===== src/rtl/chan_irq_pkg.sv =====
package chan_irq_pkg;
  // Number of event kinds; order is fixed because the summary register decodes it
  localparam int KINDS  = 5;
  localparam int ADDR_W = 5;
  localparam int DATA_W = 16;
  // Write-enable byte position for mask writes
  localparam int WE_LSB = 8;

  localparam logic [2:0] KIND_SUMMARY = 3'd5;

  typedef enum logic [1:0] {
    FN_RAW   = 2'd0,
    FN_MASK  = 2'd1,
    FN_STAT  = 2'd2,
    FN_CLEAR = 2'd3
  } reg_fn_e;
endpackage


===== src/rtl/chan_irq_rst_sync.sv =====
module chan_irq_rst_sync (
  input  logic clk,
  input  logic rst_n,
  output logic rst_sync_n
);
  logic meta_q;

  always_ff @(posedge clk or negedge rst_n) begin
    if (!rst_n) begin
      meta_q     <= 1'b0;
      rst_sync_n <= 1'b0;
    end else begin
      meta_q     <= 1'b1;
      rst_sync_n <= meta_q;
    end
  end
endmodule


===== src/rtl/chan_irq_bank.sv =====
module chan_irq_bank
  import chan_irq_pkg::*;
#(
  parameter int NUM_CH = 8
) (
  input  logic              clk,
  input  logic              rst_n,
  input  logic              raw_wr,
  input  logic              mask_wr,
  input  logic              clr_wr,
  input  logic [DATA_W-1:0] wdata,
  input  logic [NUM_CH-1:0] evt,
  input  logic [NUM_CH-1:0] ch_en,
  output logic [NUM_CH-1:0] raw_q,
  output logic [NUM_CH-1:0] mask_q,
  output logic [NUM_CH-1:0] stat
);
  logic [NUM_CH-1:0] raw_d, mask_d;
  logic              raw_en, mask_en;
  logic [NUM_CH-1:0] wr_bits, wr_sel;

  assign wr_bits = wdata[NUM_CH-1:0];
  assign wr_sel  = wdata[WE_LSB +: NUM_CH];

  // Raw next state: test overwrite, then clear, then events (events win)
  always_comb begin
    raw_d = raw_q;
    if (raw_wr) raw_d = wr_bits;
    if (clr_wr) raw_d = raw_d & ~wr_bits;
    raw_d  = raw_d | evt;
    raw_en = raw_wr | clr_wr | (|evt);
  end

  // Mask next state: per-bit select between old and written value
  always_comb begin
    mask_d  = (mask_q & ~wr_sel) | (wr_bits & wr_sel);
    mask_en = mask_wr;
  end

  always_ff @(posedge clk or negedge rst_n) begin
    if (!rst_n)      raw_q <= '0;
    else if (raw_en) raw_q <= raw_d;
  end

  always_ff @(posedge clk or negedge rst_n) begin
    if (!rst_n)       mask_q <= '0;
    else if (mask_en) mask_q <= mask_d;
  end

  assign stat = raw_q & mask_q & ch_en;
endmodule


===== src/rtl/chan_irq_merge.sv =====
module chan_irq_merge
  import chan_irq_pkg::*;
#(
  parameter int NUM_CH = 8
) (
  input  logic [KINDS*NUM_CH-1:0] stat_flat,
  input  logic                    irq_active_low,
  output logic [KINDS-1:0]        irq_kind,
  output logic                    irq_any
);
  for (genvar k = 0; k < KINDS; k++) begin : g_kind
    assign irq_kind[k] = |stat_flat[k*NUM_CH +: NUM_CH];
  end

  assign irq_any = (|irq_kind) ^ irq_active_low;
endmodule


===== src/rtl/chan_irq_hub.sv =====
module chan_irq_hub
  import chan_irq_pkg::*;
#(
  parameter int NUM_CH = 8  // at most WE_LSB channels fit the mask write format
) (
  input  logic                    clk,
  input  logic                    rst_n,
  input  logic                    wr_en,
  input  logic [ADDR_W-1:0]       addr,
  input  logic [DATA_W-1:0]       wdata,
  output logic [DATA_W-1:0]       rdata,
  input  logic [KINDS*NUM_CH-1:0] ev_strobe,
  input  logic [NUM_CH-1:0]       ch_int_en,
  input  logic                    irq_active_low,
  output logic [KINDS-1:0]        irq_kind,
  output logic                    irq_any
);
  localparam int EV_W = KINDS * NUM_CH;

  logic            rst_sync_n;
  logic [2:0]      kind_sel;
  reg_fn_e         fn_sel;
  logic [EV_W-1:0] raw_flat, mask_flat, stat_flat;

  chan_irq_rst_sync u_rst (
    .clk        (clk),
    .rst_n      (rst_n),
    .rst_sync_n (rst_sync_n)
  );

  assign kind_sel = addr[4:2];
  assign fn_sel   = reg_fn_e'(addr[1:0]);

  for (genvar k = 0; k < KINDS; k++) begin : g_bank
    logic hit;
    assign hit = wr_en && (kind_sel == 3'(k));

    chan_irq_bank #(.NUM_CH(NUM_CH)) u_bank (
      .clk     (clk),
      .rst_n   (rst_sync_n),
      .raw_wr  (hit && (fn_sel == FN_RAW)),
      .mask_wr (hit && (fn_sel == FN_MASK)),
      .clr_wr  (hit && (fn_sel == FN_CLEAR)),
      .wdata   (wdata),
      .evt     (ev_strobe[k*NUM_CH +: NUM_CH]),
      .ch_en   (ch_int_en),
      .raw_q   (raw_flat[k*NUM_CH +: NUM_CH]),
      .mask_q  (mask_flat[k*NUM_CH +: NUM_CH]),
      .stat    (stat_flat[k*NUM_CH +: NUM_CH])
    );
  end

  chan_irq_merge #(.NUM_CH(NUM_CH)) u_merge (
    .stat_flat      (stat_flat),
    .irq_active_low (irq_active_low),
    .irq_kind       (irq_kind),
    .irq_any        (irq_any)
  );

  // Read path: combinational decode of kind and function
  always_comb begin
    rdata = '0;
    if (kind_sel == KIND_SUMMARY) begin
      if (fn_sel == FN_RAW) rdata[KINDS-1:0] = irq_kind;
    end else if (int'(kind_sel) < KINDS) begin
      case (fn_sel)
        FN_RAW:  rdata[NUM_CH-1:0] = raw_flat[int'(kind_sel)*NUM_CH +: NUM_CH];
        FN_MASK: rdata[NUM_CH-1:0] = mask_flat[int'(kind_sel)*NUM_CH +: NUM_CH];
        FN_STAT: rdata[NUM_CH-1:0] = stat_flat[int'(kind_sel)*NUM_CH +: NUM_CH];
        default: rdata = '0;
      endcase
    end
  end
endmodule


===== config.mk =====
export PLATFORM = sky130hd
export DESIGN_NAME = chan_irq_hub
export DESIGN_NICKNAME = d
export VERILOG_FILES = /design/src/rtl/chan_irq_pkg.sv /design/src/rtl/chan_irq_rst_sync.sv /design/src/rtl/chan_irq_bank.sv /design/src/rtl/chan_irq_merge.sv /design/src/rtl/chan_irq_hub.sv
export SDC_FILE = /design/constraint.sdc
export NUM_CORES = 1
export LEC_CHECK = 0
export BUFFER_PORTS_ARGS = -buffer_cell sky130_fd_sc_hd__buf_2
export CORE_AREA = 2 2 116 118
export CTS_CLUSTER_SIZE = 8
export DETAILED_ROUTE_END_ITERATION = 12
export DIE_AREA = 0 0 118 120
export HOLD_SLACK_MARGIN = 0.05
export MAX_ROUTING_LAYER = met4
export PLACE_DENSITY_LB_ADDON = 0.12
export SYNTH_ARGS = -nofsm -noshare
export SYNTH_HDL_FRONTEND = slang
export SYNTH_SLANG_ARGS = --single-unit

===== constraint.sdc =====
create_clock -name clk -period 7 [get_ports clk]
set_input_delay 1.05 -clock clk [delete_from_list [all_inputs] [get_ports clk]]
set_output_delay 1.05 -clock clk [all_outputs]
set_load 0.01 [all_outputs]

==> results.toml <==
[run_status]
status = "complete, no violations"

[timing]
tightest_slew_ns = 1.28
period_needed_ns = 4.84
hold_viol_final = 0
relSlewSlack = 0.147
skew_ns = 0.00749
slew_violations = 0
period_share = 0.692
fmax_mhz = 207
rsz0062_at_grt = "no"
setup_viol = 0
whs_ns = 0.352
tns_ns = 0

[synthesis]
netlist_area_sq_um = 5150
synth.distinct_cells = 56
postSynthAreaPerCell_sq_um = 9.10
ys_top_cells_by_area = "dfrtp_1 40%, mux2_2 7.4%, nand2_1 6.8%"
synth_edf_count = 0
synth_warnings = 0
yosys-top-cells-count = "93 x nand2_1, 82 x dfrtp_1, 40 x nand3_1, 34 x mux2_2, 34 x nand2b_1"
async_flop_share = 1.00
syn_inst = 566
yosys_most_used_dff = "dfrtp_1"
ys_ff_latch = 82
synthDominantCellAreaShare = 0.398
yosysMostFrequentCell = "nand2_1"
ys_seq_area_frac = 0.398
yosysTopAreaCell = "dfrtp_1"

[pwr]
p_leak_nw = 2.60
peakVddDrop_mv = 0.109
netSwitchingFraction = 0.304
power_frac_clock = 0.345
p_comb_frac = 0.200
powerDensity_nw_per_um2 = 208
intPower_uw = 847
seqPwrFrac = 0.455
p_switching_uw = 369

[clock_tree]
htree_num_levels = 3
clock_sinks = 82
cts_tree = "done"
clock_path_buffers = 2
cts_resized = 0
post-cts-setup-buffers = 0
numCtsBuffers = 9
cts_root_buf = "clkbuf_16"
clock_latency_ns = 0.35
path_clk_slew_ns = 0.06
cts_hold_buf = 0

[finish]
antenna_cells = 0
stdcell_count = 803
nets = 702
area_growth_pct = 13.4
drive_above_1_share = 0.250

[floorplan]
coreArea_sq_um = 13000
rows = 42
start_util = 0.397
ios = 95
fp.dieH_um = 120
die_x_um = 118
dieArea_sq_um = 14200

[grt]
grt_overflow = 0
grt_max_degree = 81
grt_usage = 0.276
antenna_found_initial = 0
grt_pass1_wl_mm = 28.0
first_global_vias = 4686

[worst_setup_path]
cp.required_ns = 5.95
r2r_cells = 0
cp_max_fo = 20
critPathLaunchType = "input pin"
timing.rr.start = "u_rst.rst_sync_n$_DFF_PN0_"
reg2reg_setup_slack_ns = 5.82
end_kind = "output pin"
criticalPathCategory = "in -> out"
crit_arrival_ns = 3.79

[drt]
topRoutingLayerUsed = "met4"
routedWlPerCell_um = 23.2
wirelength_mm = 18.6
ant_nets = 0
vias = 4889
drc_errors = 0
drtIter0Drc = 548
wl_met1_mm = 7.84
met3_length_mm = 1.48
viasPerCell = 6.09
drtPass1Iterations = 6
dr_wl_met2_mm = 8.46

[placed_design]
placedCellCount = 789
gp_congestion = 0.952
io_buffers = 86
hpwl_mm = 12.8

[min_path]
hold_class = "reg -> reg"
holdCritStartpoint = "u_rst.meta_q$_DFF_PN0_"
min_to = "u_rst.rst_sync_n$_DFF_PN0_"
min_path_cells = 0

[job]
maxCapViolCount = 0
[critical path: stages]
cell and delay [ns]:
buf_2 0.12, inv_1 0.06, ha_1 0.67, nand2_1 0.64
nand2_1 0.20, a221oi_1 0.09, a2111oi_0 0.53, a22oi_1 0.13
nor2_1 0.13, buf_2 0.15
[cell families (layout without fill, tap and decap cells)]
family	count (synthesis)	after routing	share of synthesized area
flip-flops	82	82	0.398
buffers and inverters	55	109	0.0546
other	2	9	0.00146
AND/OR/NAND/NOR	239	239	0.236
adder cells (fa/ha/maj)	5	5	0.0121
multiplexers	53	53	0.121
XOR/XNOR	1	1	0.00170
AO/OA/AOI/OAI	129	129	0.175
[cell type report]
| class | count | area, sq um |
|---|---|---|
| repair buffers | 87 | 438 |
| clock buffers | 10 | 229 |
| clock inverters | 4 | 22.5 |
| fillers | 1326 | 7140 |
| inverters | 8 | 30.0 |
| flip-flops and latches | 82 | 2060 |
| well taps | 176 | 220 |
| multi-input cells | 436 | 2850 |
[layer usage]
metal,vias to the layer above,GRT usage
met5,-,-
met1,2398,0.345
li1,2195,-
met2,232,0.418
met3,64,0.0613
met4,0,0.151
[power groups by stage]
stage                     logic [mW]  registers (mW)  clock network [mW]
after floorplan                0.163           0.543                   0
after global placement         0.236           0.560                   0
final                          0.243           0.553               0.420
after global routing           0.262           0.559               0.448
after detailed placement       0.239           0.561                   0
after CTS                      0.240           0.553               0.427
[layout by cell type (no fill, tap or decap), types with 3 or more instances in the layout]
cell type | netlist | layout
conb_1 | 2 | 9
and3_1 | 22 | 22
nand2b_1 | 34 | 34
a22oi_1 | 7 | 7
o21bai_1 | 8 | 8
buf_2 | 13 | 86
o21ai_0 | 13 | 13
nand4_1 | 4 | 4
a21oi_1 | 6 | 6
nor4_1 | 4 | 4
clkbuf_16 | 0 | 9
mux2_4 | 8 | 8
a31oi_1 | 21 | 21
o22ai_1 | 33 | 33
clkinv_2 | 0 | 3
nor2_2 | 4 | 4
nand3_1 | 40 | 40
mux2_2 | 34 | 34
nor2_1 | 22 | 22
ha_1 | 5 | 5
nand2_1 | 93 | 93
a22o_1 | 3 | 3
dfrtp_1 | 82 | 81
inv_1 | 6 | 6
mux2i_1 | 10 | 10
a221oi_1 | 23 | 23
[per-stage QoR]
stage          power [mW]  instance area, sq um  worst slack [ns]  utilization
2_1_floorplan       0.706                  5180              3.36            -
4_1_cts              1.22                  5840              2.28        0.450
5_1_grt              1.27                  5840              1.95        0.450
3_3_place_gp        0.796                  5590              2.38        0.431
6_report             1.22                  5840              2.16        0.450
3_5_place_dp        0.800                  5590              2.28        0.431
[worst max path at each step]
stage	start	to	slack (ns)	cells after the start
after detailed placement	addr[0]	rdata[5]	2.28	10
after global routing	addr[0]	rdata[7]	1.95	10
final	addr[0]	rdata[7]	2.16	10
after floorplan	addr[0]	rdata[5]	3.36	9
after CTS	addr[0]	rdata[5]	2.28	10
after global placement	addr[0]	rdata[5]	2.38	10
Power figures use the tool's default switching activity.
